--- src/rtl/lps_pkg.sv ---
package lps_pkg;

   localparam int TREG_AW = 6;
   localparam int TREG_DW = 4;

   // Test-register addresses and data used by the sequence
   localparam logic [TREG_AW-1:0] TA_PLL_CHK  = 6'h10;
   localparam logic [TREG_AW-1:0] TA_CLK_SCC  = 6'h12;
   localparam logic [TREG_DW-1:0] TD_SEP_RATE = 4'h8;
   localparam logic [TREG_DW-1:0] TD_PLL_100M = 4'h8;

   typedef enum logic [1:0] {
      ERR_NONE   = 2'd0,
      ERR_LOCK   = 2'd1,
      ERR_OUTPUT = 2'd2,
      ERR_RELOCK = 2'd3
   } err_e;

   typedef enum logic [1:0] {
      PH_LOCK   = 2'd0,
      PH_OUTPUT = 2'd1,
      PH_RELOCK = 2'd2
   } phase_e;

   typedef enum logic [3:0] {
      ST_IDLE,
      ST_RELEASE,
      ST_POINT,
      ST_TXON,
      ST_POLL,
      ST_WAIT,
      ST_WR1,
      ST_GAP1,
      ST_WR2,
      ST_GAP2,
      ST_REPOINT
   } state_e;

   function automatic err_e phase_err(phase_e p);
      case (p)
         PH_LOCK:   phase_err = ERR_LOCK;
         PH_OUTPUT: phase_err = ERR_OUTPUT;
         default:   phase_err = ERR_RELOCK;
      endcase
   endfunction

endpackage

--- src/rtl/lps_tick_gen.sv ---
module lps_tick_gen #(
   parameter int TICK_DIV = 125000
) (
   input  logic clk,
   input  logic rst_n,
   input  logic clr_i,
   output logic tick_o
);

   generate
      if (TICK_DIV < 1) begin : g_bad_div
         $error("lps_tick_gen: TICK_DIV must be at least 1");
      end

      if (TICK_DIV == 1) begin : g_passthru
         // Every cycle is a tick; a clear only masks the current one
         logic unused_ok;
         assign unused_ok = clk ^ rst_n;
         assign tick_o    = !clr_i;
      end else begin : g_counter
         localparam int CW = $clog2(TICK_DIV);
         localparam logic [CW-1:0] LAST = CW'(TICK_DIV - 1);
         logic [CW-1:0] cnt_q;

         always_ff @(posedge clk or negedge rst_n) begin
            if (!rst_n) begin
               cnt_q <= '0;
            end else if (clr_i) begin
               cnt_q <= '0;
            end else if (cnt_q == LAST) begin
               cnt_q <= '0;
            end else begin
               cnt_q <= cnt_q + 1'b1;
            end
         end

         assign tick_o = (cnt_q == LAST) && !clr_i;
      end
   endgenerate

endmodule

--- src/rtl/lps_interval_timer.sv ---
module lps_interval_timer #(
   parameter int POLL_TICKS = 20
) (
   input  logic clk,
   input  logic rst_n,
   input  logic start_i,
   input  logic tick_i,
   output logic expire_o
);

   generate
      if (POLL_TICKS < 1) begin : g_bad_ticks
         $error("lps_interval_timer: POLL_TICKS must be at least 1");
      end
   endgenerate

   localparam int CW = $clog2(POLL_TICKS + 1);
   localparam logic [CW-1:0] FULL = CW'(POLL_TICKS);

   logic [CW-1:0] cnt_q;

   always_ff @(posedge clk or negedge rst_n) begin
      if (!rst_n) begin
         cnt_q <= '0;
      end else if (start_i) begin
         cnt_q <= '0;
      end else if (tick_i && (cnt_q != FULL)) begin
         cnt_q <= cnt_q + 1'b1;
      end
   end

   assign expire_o = (cnt_q == FULL);

endmodule

--- src/rtl/lps_retry_ctr.sv ---
module lps_retry_ctr #(
   parameter int MAX_TRIES = 50
) (
   input  logic clk,
   input  logic rst_n,
   input  logic clr_i,
   input  logic inc_i,
   output logic last_o
);

   generate
      if (MAX_TRIES < 1) begin : g_bad_tries
         $error("lps_retry_ctr: MAX_TRIES must be at least 1");
      end
   endgenerate

   localparam int TW = (MAX_TRIES > 1) ? $clog2(MAX_TRIES) : 1;
   localparam logic [TW-1:0] LAST = TW'(MAX_TRIES - 1);

   logic [TW-1:0] cnt_q;

   always_ff @(posedge clk or negedge rst_n) begin
      if (!rst_n) begin
         cnt_q <= '0;
      end else if (clr_i) begin
         cnt_q <= '0;
      end else if (inc_i && (cnt_q != LAST)) begin
         cnt_q <= cnt_q + 1'b1;
      end
   end

   assign last_o = (cnt_q == LAST);

endmodule

--- src/rtl/lps_lane_mask.sv ---
module lps_lane_mask #(
   parameter int LANES  = 4,
   parameter int LANE_W = 2
) (
   input  logic              clk,
   input  logic              rst_n,
   input  logic              set_i,
   input  logic [LANE_W-1:0] idx_i,
   output logic [LANES-1:0]  mask_o
);

   generate
      for (genvar g = 0; g < LANES; g++) begin : g_bit
         logic bit_q;

         always_ff @(posedge clk or negedge rst_n) begin
            if (!rst_n) begin
               bit_q <= 1'b0;
            end else if (set_i && (idx_i == LANE_W'(g))) begin
               bit_q <= 1'b1;
            end
         end

         assign mask_o[g] = bit_q;
      end
   endgenerate

endmodule

--- src/rtl/lane_phy_pwrup_seq.sv ---
module lane_phy_pwrup_seq
   import lps_pkg::*;
#(
   parameter int LANES      = 4,
   parameter int TICK_DIV   = 125000,
   parameter int POLL_TICKS = 20,
   parameter int MAX_TRIES  = 50,
   parameter int LANE_W     = $clog2(LANES)
) (
   input  logic                   clk,
   input  logic                   rst_n,
   input  logic                   start_i,
   input  logic [LANE_W-1:0]      lane_i,
   input  logic                   pll_lock_i,
   input  logic                   pll_out_i,
   output logic                   phy_rst_o,
   output logic [LANES-1:0]       tx_idle_o,
   output logic [TREG_AW-1:0]     treg_addr_o,
   output logic [TREG_DW-1:0]     treg_data_o,
   output logic                   treg_wr_o,
   output logic                   busy_o,
   output logic                   done_o,
   output logic [1:0]             err_o,
   output logic [LANES-1:0]       lane_mask_o
);

   generate
      if (LANES < 2 || LANES != (1 << LANE_W)) begin : g_bad_lanes
         $error("lane_phy_pwrup_seq: LANES must be a power of two, at least 2");
      end
   endgenerate

   state_e            state_q;
   phase_e            phase_q;
   err_e              err_q;
   logic [LANE_W-1:0] lane_q;
   logic              phy_rst_q;
   logic [LANES-1:0]  tx_idle_q;
   logic [TREG_AW-1:0] taddr_q;
   logic [TREG_DW-1:0] tdata_q;
   logic              twr_q;
   logic              busy_q;
   logic              done_q;

   logic poll_ok;
   logic tries_last;
   logic wait_start;
   logic tries_clr;
   logic tick;
   logic interval_done;
   logic mask_set;

   // Condition looked for in the current phase
   assign poll_ok    = (phase_q == PH_OUTPUT) ? !pll_out_i : pll_lock_i;
   assign wait_start = (state_q == ST_POLL) && !poll_ok && !tries_last;
   assign tries_clr  = (state_q == ST_TXON) || (state_q == ST_GAP2) ||
                       (state_q == ST_REPOINT);
   assign mask_set   = (state_q == ST_POLL) && poll_ok && (phase_q == PH_RELOCK);

   lps_tick_gen #(
      .TICK_DIV (TICK_DIV)
   ) u_tick (
      .clk    (clk),
      .rst_n  (rst_n),
      .clr_i  (wait_start),
      .tick_o (tick)
   );

   lps_interval_timer #(
      .POLL_TICKS (POLL_TICKS)
   ) u_interval (
      .clk      (clk),
      .rst_n    (rst_n),
      .start_i  (wait_start),
      .tick_i   (tick),
      .expire_o (interval_done)
   );

   lps_retry_ctr #(
      .MAX_TRIES (MAX_TRIES)
   ) u_tries (
      .clk    (clk),
      .rst_n  (rst_n),
      .clr_i  (tries_clr),
      .inc_i  (wait_start),
      .last_o (tries_last)
   );

   lps_lane_mask #(
      .LANES  (LANES),
      .LANE_W (LANE_W)
   ) u_mask (
      .clk    (clk),
      .rst_n  (rst_n),
      .set_i  (mask_set),
      .idx_i  (lane_q),
      .mask_o (lane_mask_o)
   );

   always_ff @(posedge clk or negedge rst_n) begin
      if (!rst_n) begin
         state_q   <= ST_IDLE;
         phase_q   <= PH_LOCK;
         err_q     <= ERR_NONE;
         lane_q    <= '0;
         phy_rst_q <= 1'b1;
         tx_idle_q <= '1;
         taddr_q   <= '0;
         tdata_q   <= '0;
         twr_q     <= 1'b0;
         busy_q    <= 1'b0;
         done_q    <= 1'b0;
      end else begin
         done_q <= 1'b0;
         twr_q  <= 1'b0;
         case (state_q)
            ST_IDLE: begin
               if (start_i) begin
                  lane_q  <= lane_i;
                  busy_q  <= 1'b1;
                  err_q   <= ERR_NONE;
                  state_q <= ST_RELEASE;
               end
            end
            ST_RELEASE: begin
               phy_rst_q <= 1'b0;
               state_q   <= ST_POINT;
            end
            ST_POINT: begin
               taddr_q <= TA_PLL_CHK;
               state_q <= ST_TXON;
            end
            ST_TXON: begin
               tx_idle_q[lane_q] <= 1'b0;
               phase_q           <= PH_LOCK;
               state_q           <= ST_POLL;
            end
            ST_POLL: begin
               if (poll_ok) begin
                  case (phase_q)
                     PH_LOCK:   state_q <= ST_WR1;
                     PH_OUTPUT: state_q <= ST_REPOINT;
                     default: begin
                        busy_q  <= 1'b0;
                        done_q  <= 1'b1;
                        err_q   <= ERR_NONE;
                        state_q <= ST_IDLE;
                     end
                  endcase
               end else if (tries_last) begin
                  busy_q  <= 1'b0;
                  done_q  <= 1'b1;
                  err_q   <= phase_err(phase_q);
                  state_q <= ST_IDLE;
               end else begin
                  state_q <= ST_WAIT;
               end
            end
            ST_WAIT: begin
               if (interval_done) begin
                  state_q <= ST_POLL;
               end
            end
            ST_WR1: begin
               taddr_q <= TA_PLL_CHK;
               tdata_q <= TD_SEP_RATE;
               twr_q   <= 1'b1;
               state_q <= ST_GAP1;
            end
            ST_GAP1: begin
               state_q <= ST_WR2;
            end
            ST_WR2: begin
               taddr_q <= TA_CLK_SCC;
               tdata_q <= TD_PLL_100M;
               twr_q   <= 1'b1;
               state_q <= ST_GAP2;
            end
            ST_GAP2: begin
               phase_q <= PH_OUTPUT;
               state_q <= ST_POLL;
            end
            ST_REPOINT: begin
               taddr_q <= TA_PLL_CHK;
               phase_q <= PH_RELOCK;
               state_q <= ST_POLL;
            end
            default: begin
               state_q <= ST_IDLE;
            end
         endcase
      end
   end

   assign phy_rst_o   = phy_rst_q;
   assign tx_idle_o   = tx_idle_q;
   assign treg_addr_o = taddr_q;
   assign treg_data_o = tdata_q;
   assign treg_wr_o   = twr_q;
   assign busy_o      = busy_q;
   assign done_o      = done_q;
   assign err_o       = err_q;

endmodule

--- config.mk ---
export PLATFORM = sky130hd
export DESIGN_NAME = lane_phy_pwrup_seq
export DESIGN_NICKNAME = d
export VERILOG_FILES = /design/src/rtl/lps_pkg.sv /design/src/rtl/lps_tick_gen.sv /design/src/rtl/lps_interval_timer.sv /design/src/rtl/lps_retry_ctr.sv /design/src/rtl/lps_lane_mask.sv /design/src/rtl/lane_phy_pwrup_seq.sv
export SDC_FILE = /design/constraint.sdc
export NUM_CORES = 1
export LEC_CHECK = 0
export ABC_AREA = 1
export BUFFER_PORTS_ARGS = -buffer_cell sky130_fd_sc_hd__buf_2
export CORE_UTILIZATION = 45
export CTS_CLUSTER_DIAMETER = 50
export DETAILED_ROUTE_END_ITERATION = 7
export PLACE_DENSITY = 0.62
export SYNTH_ARGS = -nofsm -noshare
export SYNTH_HDL_FRONTEND = slang
export SYNTH_SLANG_ARGS = --single-unit
--- constraint.sdc ---
create_clock -name clk -period 2.67 [get_ports clk]
set_clock_uncertainty 0.05 [all_clocks]
set_input_delay 0.1335 -clock clk [delete_from_list [all_inputs] [get_ports clk]]
set_output_delay 0.1335 -clock clk [all_outputs]
set_load 0.05 [all_outputs]
======== After elaboration in Yosys (flattened, before gate mapping) ========
Cells that the tools add are included.
storage, ports and cells
  output and inout bits ................... 24
  input port bits ......................... 7
  flip-flop bits (word level) ............. 57
  word-level logic and storage cells ...... 115
operators by class
  order comparisons ....................... 2
  reductions and logical operators ........ 33
  add/sub/neg operators ................... 3
  equality and inequality tests ........... 24
  bitwise gates (word level) .............. 2
  multiplexer cells ....................... 33
operator list
  kind                     number
  $pmux W4 S9              1
  $mux W17                 2
  $add A17 B1 Y17 const B  1
  $eq A17 B17 Y1 const B   1
  $eq A4 B3 Y1 const B     4
  $eq A4 B4 Y1 const B     3
  $logic_and A1 B1 Y1      12
  $mux W4                  3
  $mux W6                  2
  $pmux W6 S2              1
  $mux W1                  11
  $mux W5                  2
  $eq A4 B2 Y1 const B     2
  $mux W2                  4
  $pmux W2 S2              2
  $pmux W4 S2              1
  $reduce_bool A2 Y1       4
  $add A6 B1 Y6 const B    1
  $eq A2 B2 Y1 const B     3
  $eq A6 B6 Y1 const B     1
  $ne A3 B3 Y1 const B     2
  $ne A6 B6 Y1 const B     1
  $pmux W2 S3              1
  $reduce_or A3 Y1         2
  other kinds (21)         30

======== Logic depth before layout (Yosys ltp) ========
  word-level depth ........................ 10
  mapped depth ............................ 11
  depth with buffers taken out ............ 11

======== Hierarchy ========
Synthesis repeated with hierarchy kept, for this count alone.
second synthesis, totals
  cell total of the unflattened synthesis .. 371
  area, all modules ....................... 2865.2 µm²
modules (own cells, without submodules)
  module              sequential area each (µm²)  cells an instance  times used  area an instance (µm²)
  lane_phy_pwrup_seq  531.8                       125                1           1026.0
  lps_tick_gen        425.4                       134                1           970.9
  lps_retry_ctr       150.1                       49                 1           371.6
  lps_interval_timer  125.1                       40                 1           306.5
  lps_lane_mask       100.1                       23                 1           190.2

======== Least setup slack after synthesis ========
OpenSTA, ideal clock, no wires.
  kind .................................... reg2reg
  start point ............................. register u_tick.g_counter.cnt_q[0]
  end point ............................... register u_tick.g_counter.cnt_q[10]
  data arrival time ....................... 1.233 ns
  setup time .............................. 0.118 ns
  stages on the path, launching flop included .. 8
  buffers on the path ..................... 0
  period minus slack after synthesis ...... 1.401 ns
  required time ........................... 2.502 ns
  slack ................................... 1.269 ns
  cell sequence ........................... dfrtp_1 ha_1 nand2_1 nor2_1 nand2_1 nor2_1 xor2_1 nor2_1
between the ends
  cells in the longest elaborated chain, start to end .. 3
  elaborated cells between the ends (all ways) .. 4
  those cells by class .................... 1 x add/sub; 1 x eq/ne; 2 x mux
ends and longest elaborated chain
  element                                                   line                                    source
  start, declared                                           lps_tick_gen.sv:23                      logic [CW-1:0] cnt_q;
  start signal, assigned                                    lps_tick_gen.sv:33                      cnt_q <= cnt_q + 1'b1;
  $add A17 B1 Y17 / $eq A17 B17 Y1 (equally long branches)  lps_tick_gen.sv:33, lps_tick_gen.sv:30
  $mux W17 *                                                lps_tick_gen.sv:30                      end else if (cnt_q == LAST) begin
  $mux W17 *                                                lps_tick_gen.sv:28                      end else if (clr_i) begin
Mark *: on every way between the ends. The rest lies on a longest branch, timed or not.
A chain may end at the register's enable or synchronous reset.

======== Worst setup path after layout ========
  start point ............................. register u_tick.g_counter.cnt_q[8]
  end point ............................... register u_interval.cnt_q[0]
between the ends
  cells in the longest elaborated chain, start to end .. 4
ends and longest elaborated chain
  element                              line                      source
  $eq A17 B17 Y1                       lps_tick_gen.sv:37        assign tick_o = (cnt_q == LAST) && !clr_i;
  $logic_and A1 B1 Y1                  lps_tick_gen.sv:37
  $logic_and A1 B1 Y1                  lps_interval_timer.sv:27  end else if (tick_i && (cnt_q != FULL)) begin
  $reduce_bool A2 Y1 (no source line)  -
  end signal, assigned                 lps_interval_timer.sv:28  cnt_q <= cnt_q + 1'b1;
  end, declared                        lps_interval_timer.sv:20  logic [CW-1:0] cnt_q;
No other way between the ends.

==> key figures <==
Floorplanning
  – Die W: between 80 and 90 um
  – Die height: 82.3 um
  – Num ports: 31
  – Die area: a little under 7000 um^2
  – Core footprint: 6060 um^2
  – Initial core utilization: 47.8%
  – Cell Rows: 28

Placed design
  – DP Wirelength: 4300 um
  – PortBufs: 23
  – Placer Congestion: 0.921
  – Setup WS pre-CTS: 1.02 ns

Setup path
  – R2R Path End: u_interval.cnt_q[0]
  – CP max stage cell: dfrtp_1
  – CP Capture Point: u_interval.cnt_q[0]
  – WP depth: 7
  – Bufs and invs on worst path: 0
  – Worst Path Max Fanout: 5
  – Reg2reg setup slack: 0.99 ns
  – Launch point of the worst path: u_tick.g_counter.cnt_q[8]
  – CP Cell Sequence: nor2_1 > nand2_1 > nor2_1 > nand2_1 > nor2_1 > nand3_1 > nand2_1
  – CP delay by family, top: simple AND/OR/NAND/NOR gates
  – Worst setup path class: reg2reg
  – CP startpoint kind: register
  – Reg2reg start: u_tick.g_counter.cnt_q[8]
  – Max incr delay on CP: 0.45 ns
  – Worst EP required: 2.88 ns
  – Critical path arrival: ~1.9 ns
  – Worst reg2reg path depth: 7
  – CP Capture Type: register

Logic synthesis
  – Number of flops mapped to enable cells by yosys: 0
  – Top_reg_cell synth: dfrtp_1
  – Sequential area share after synthesis: a little under half
  – Synthesized flop and latch total: 53
  – Post-synthesis cell type count: 32
  – YS warnings: 0
  – Ys async rst share: 100%
  – Area of the mapped netlist: 2900 um^2
  – Post-Syn Instances: about 360
  – Synth Area per Inst: 7.99 um^2

Detailed routing
  – Routed WL: 5790 um
  – Routed vias/inst: 5.00
  – First DRT Iteration DRCs: 100
  – Final ANT Viol Nets: 0
  – Pre-Repair DR Iteration Count: 4
  – DRC: 0
  – DR WL/cell: 12.5 um
  – Vias: 2321

Min path
  – HP Class: in2reg

Clock tree
  – CTS tree: yes
  – Clock Tree Buf Depth: 2
  – Root Driver: clkbuf_8
  – Clock slew seen by the registers of the worst setup and hold paths: 0.11 ns
  – CTS-repair resized insts: 0
  – Post-CTS Setup Repair Bufs: 0
  – CTS H-Tree Depth: 2
  – Worst skew pair latency: 0.32 ns
  – CTS Buf Count: 5
  – Cts hold-fix bufs: 1
  – CTS Sinks: 53

Timing
  – RSZ-0062 raised after global routing: no
  – Max-slew violation count: 0
  – Fin. Hold Viols: 0
  – Fin crit share: between 60% and 70%
  – Relative slew margins: between 50% and 60%
  – Setup TNS: 0 ns
  – Worst slew pin tran: 0.677 ns
  – Maximum clock frequency: between 500 and 600 MHz
  – Final WS setup: 0.993 ns
  – Fin crit period: 1.68 ns
  – Final setup viols: 0

Power
  – LEAKAGE: 1.61 nW
  – PwrDens: slightly below 900 nW/um^2
  – Max IR drop VDD: approximately 0.00042 V

Finish
  – Nets: 400
  – Share of layout cells above drive strength 1: 15.2%
  – Synthesis-to-finish area growth: 8.50%
  – Finished Core Util: 51.9%
  – # fillers: about 600
  – Register area: roughly 1300 um^2
  – Multi-input logic area: around 1300 um^2
  – N_diodes: 0

Run status
  – Status: finished clean

Global route
  – GR Overflow Total: 0
  – Initial antenna violation count: 0
  – First-pass GRT wire length: 10200 um
  – Vias in the first global route: 2252
  – Largest net degree at the start of global routing: 30
  – All-layer global routing usage: about a fifth

Job
  – Total of max-cap violations: 0
==> worst min path at each step <==
stage / start / end / cells past startpoint
after detailed placement: rst_n / u_mask.g_bit[2].bit_q / 1
after CTS: lane_i[0] / lane_q[0] / 3
final: lane_i[0] / lane_q[0] / 3
after global routing: lane_i[1] / lane_q[1] / 3
after floorplan: rst_n / busy_o / 0
after global placement: rst_n / u_mask.g_bit[2].bit_q / 1
==> where the power goes <==
group	total (mW)	switching [mW]	internal [mW]	leakage, nW
clock network	0.494	0.298	0.196	0.0511
logic	1.05	0.734	0.319	0.884
registers	1.24	0.237	1.00	0.674
total	2.79	1.27	1.52	1.61
==> cell type report <==
class	count	area share (%)
flip-flops and latches	53	42.4
multi-input cells	251	40.7
inverters	51	6.25
repair buffers	26	4.46
well taps	75	2.98
clock buffers	5	2.19
clock inverters	3	1.07
==> per-stage QoR <==
step | std cells | hold WS, ns | area [um^2] | power, mW
3_3_place_gp | 455 | 0.161 | 3030 | 2.29
3_5_place_dp | 455 | 0.170 | 3030 | 2.30
6_report | 464 | 0.00402 | 3150 | 2.79
4_1_cts | 464 | 0.00126 | 3150 | 2.80
2_1_floorplan | 369 | -0.212 | 2920 | 2.09
5_1_grt | 464 | 0.0184 | 3150 | 3.01
==> worst min-delay path, delay by kind of cell <==
| kind | cells | cell delay (ns) |
|---|---|---|
| simple gates | 1 | 0.03 |
| compound gates | 1 | 0.09 |
| buf+inv | 1 | 0.08 |
==> synthesized netlist by cell type (4+ instances only) <==
library cell | count | area [um^2]
a21oi_1 | 5 | 25.0
buf_4 | 12 | 90.1
dfrtp_1 | 48 | 1200
dfstp_2 | 5 | 131
ha_1 | 5 | 62.6
inv_1 | 48 | 180
nand2_1 | 71 | 267
nand3_1 | 47 | 235
nand4_1 | 11 | 68.8
nor2_1 | 56 | 210
nor3_1 | 6 | 30.0
o21ai_0 | 8 | 40.0
or2_2 | 4 | 25.0
xor2_1 | 10 | 87.6
==> sequential cells by signal, summed over array words and instances, names as in the netlist <==
signal / cells
treg_wr_o: 1
err_o: 2
u_interval.cnt_q: 5
u_tick.g_counter.cnt_q: 17
lane_q: 2
state_q: 4
treg_data_o: 1
done_o: 1
phase_q: 2
tx_idle_o: 4
phy_rst_o: 1
u_mask.g_bit.bit_q: 4
u_tries.cnt_q: 6
treg_addr_o: 2
busy_o: 1
==> kinds of logic after synthesis <==
kind of cell | count (synthesis) | synth area share [%]
AOI/OAI and AO/OA | 22 | 4.83
adders and majority gates | 5 | 2.16
buffers and inverters | 65 | 10.7
xor gates and xnor gates | 11 | 3.32
other | 1 | 0.129
DFF | 53 | 46.0
and+or+nand+nor | 206 | 32.9
==> layout by cell type, fill, tap and decap left out, types with 2 or more instances in the layout <==
master,netlist,final
nand3_1,47,47
nand2_4,2,2
buf_2,0,23
o21ai_0,8,8
or2_2,4,4
a21oi_1,5,5
a31o_2,3,3
clkbuf_8,0,5
dfstp_2,5,5
xor2_1,10,10
ha_1,5,5
inv_1,48,48
nor2_4,3,3
nor2_1,56,56
buf_4,12,2
nand2_1,71,71
inv_2,2,2
nand4_1,11,11
clkinv_4,1,3
conb_1,1,7
a21boi_0,3,3
nor3_1,6,6
dfrtp_1,48,48
==> layer usage <==
layer | global-route usage, % | vias to the layer above | part of all wire, %
li1 | - | 1185 | -
met1 | 27.2 | 1081 | 51
met2 | 30.8 | 45 | 44
met3 | 3.85 | 10 | 3.3
met4 | 7.02 | 0 | 2.1
met5 | 0 | - | 0
Note: power is estimated with default switching activity, not from simulation.
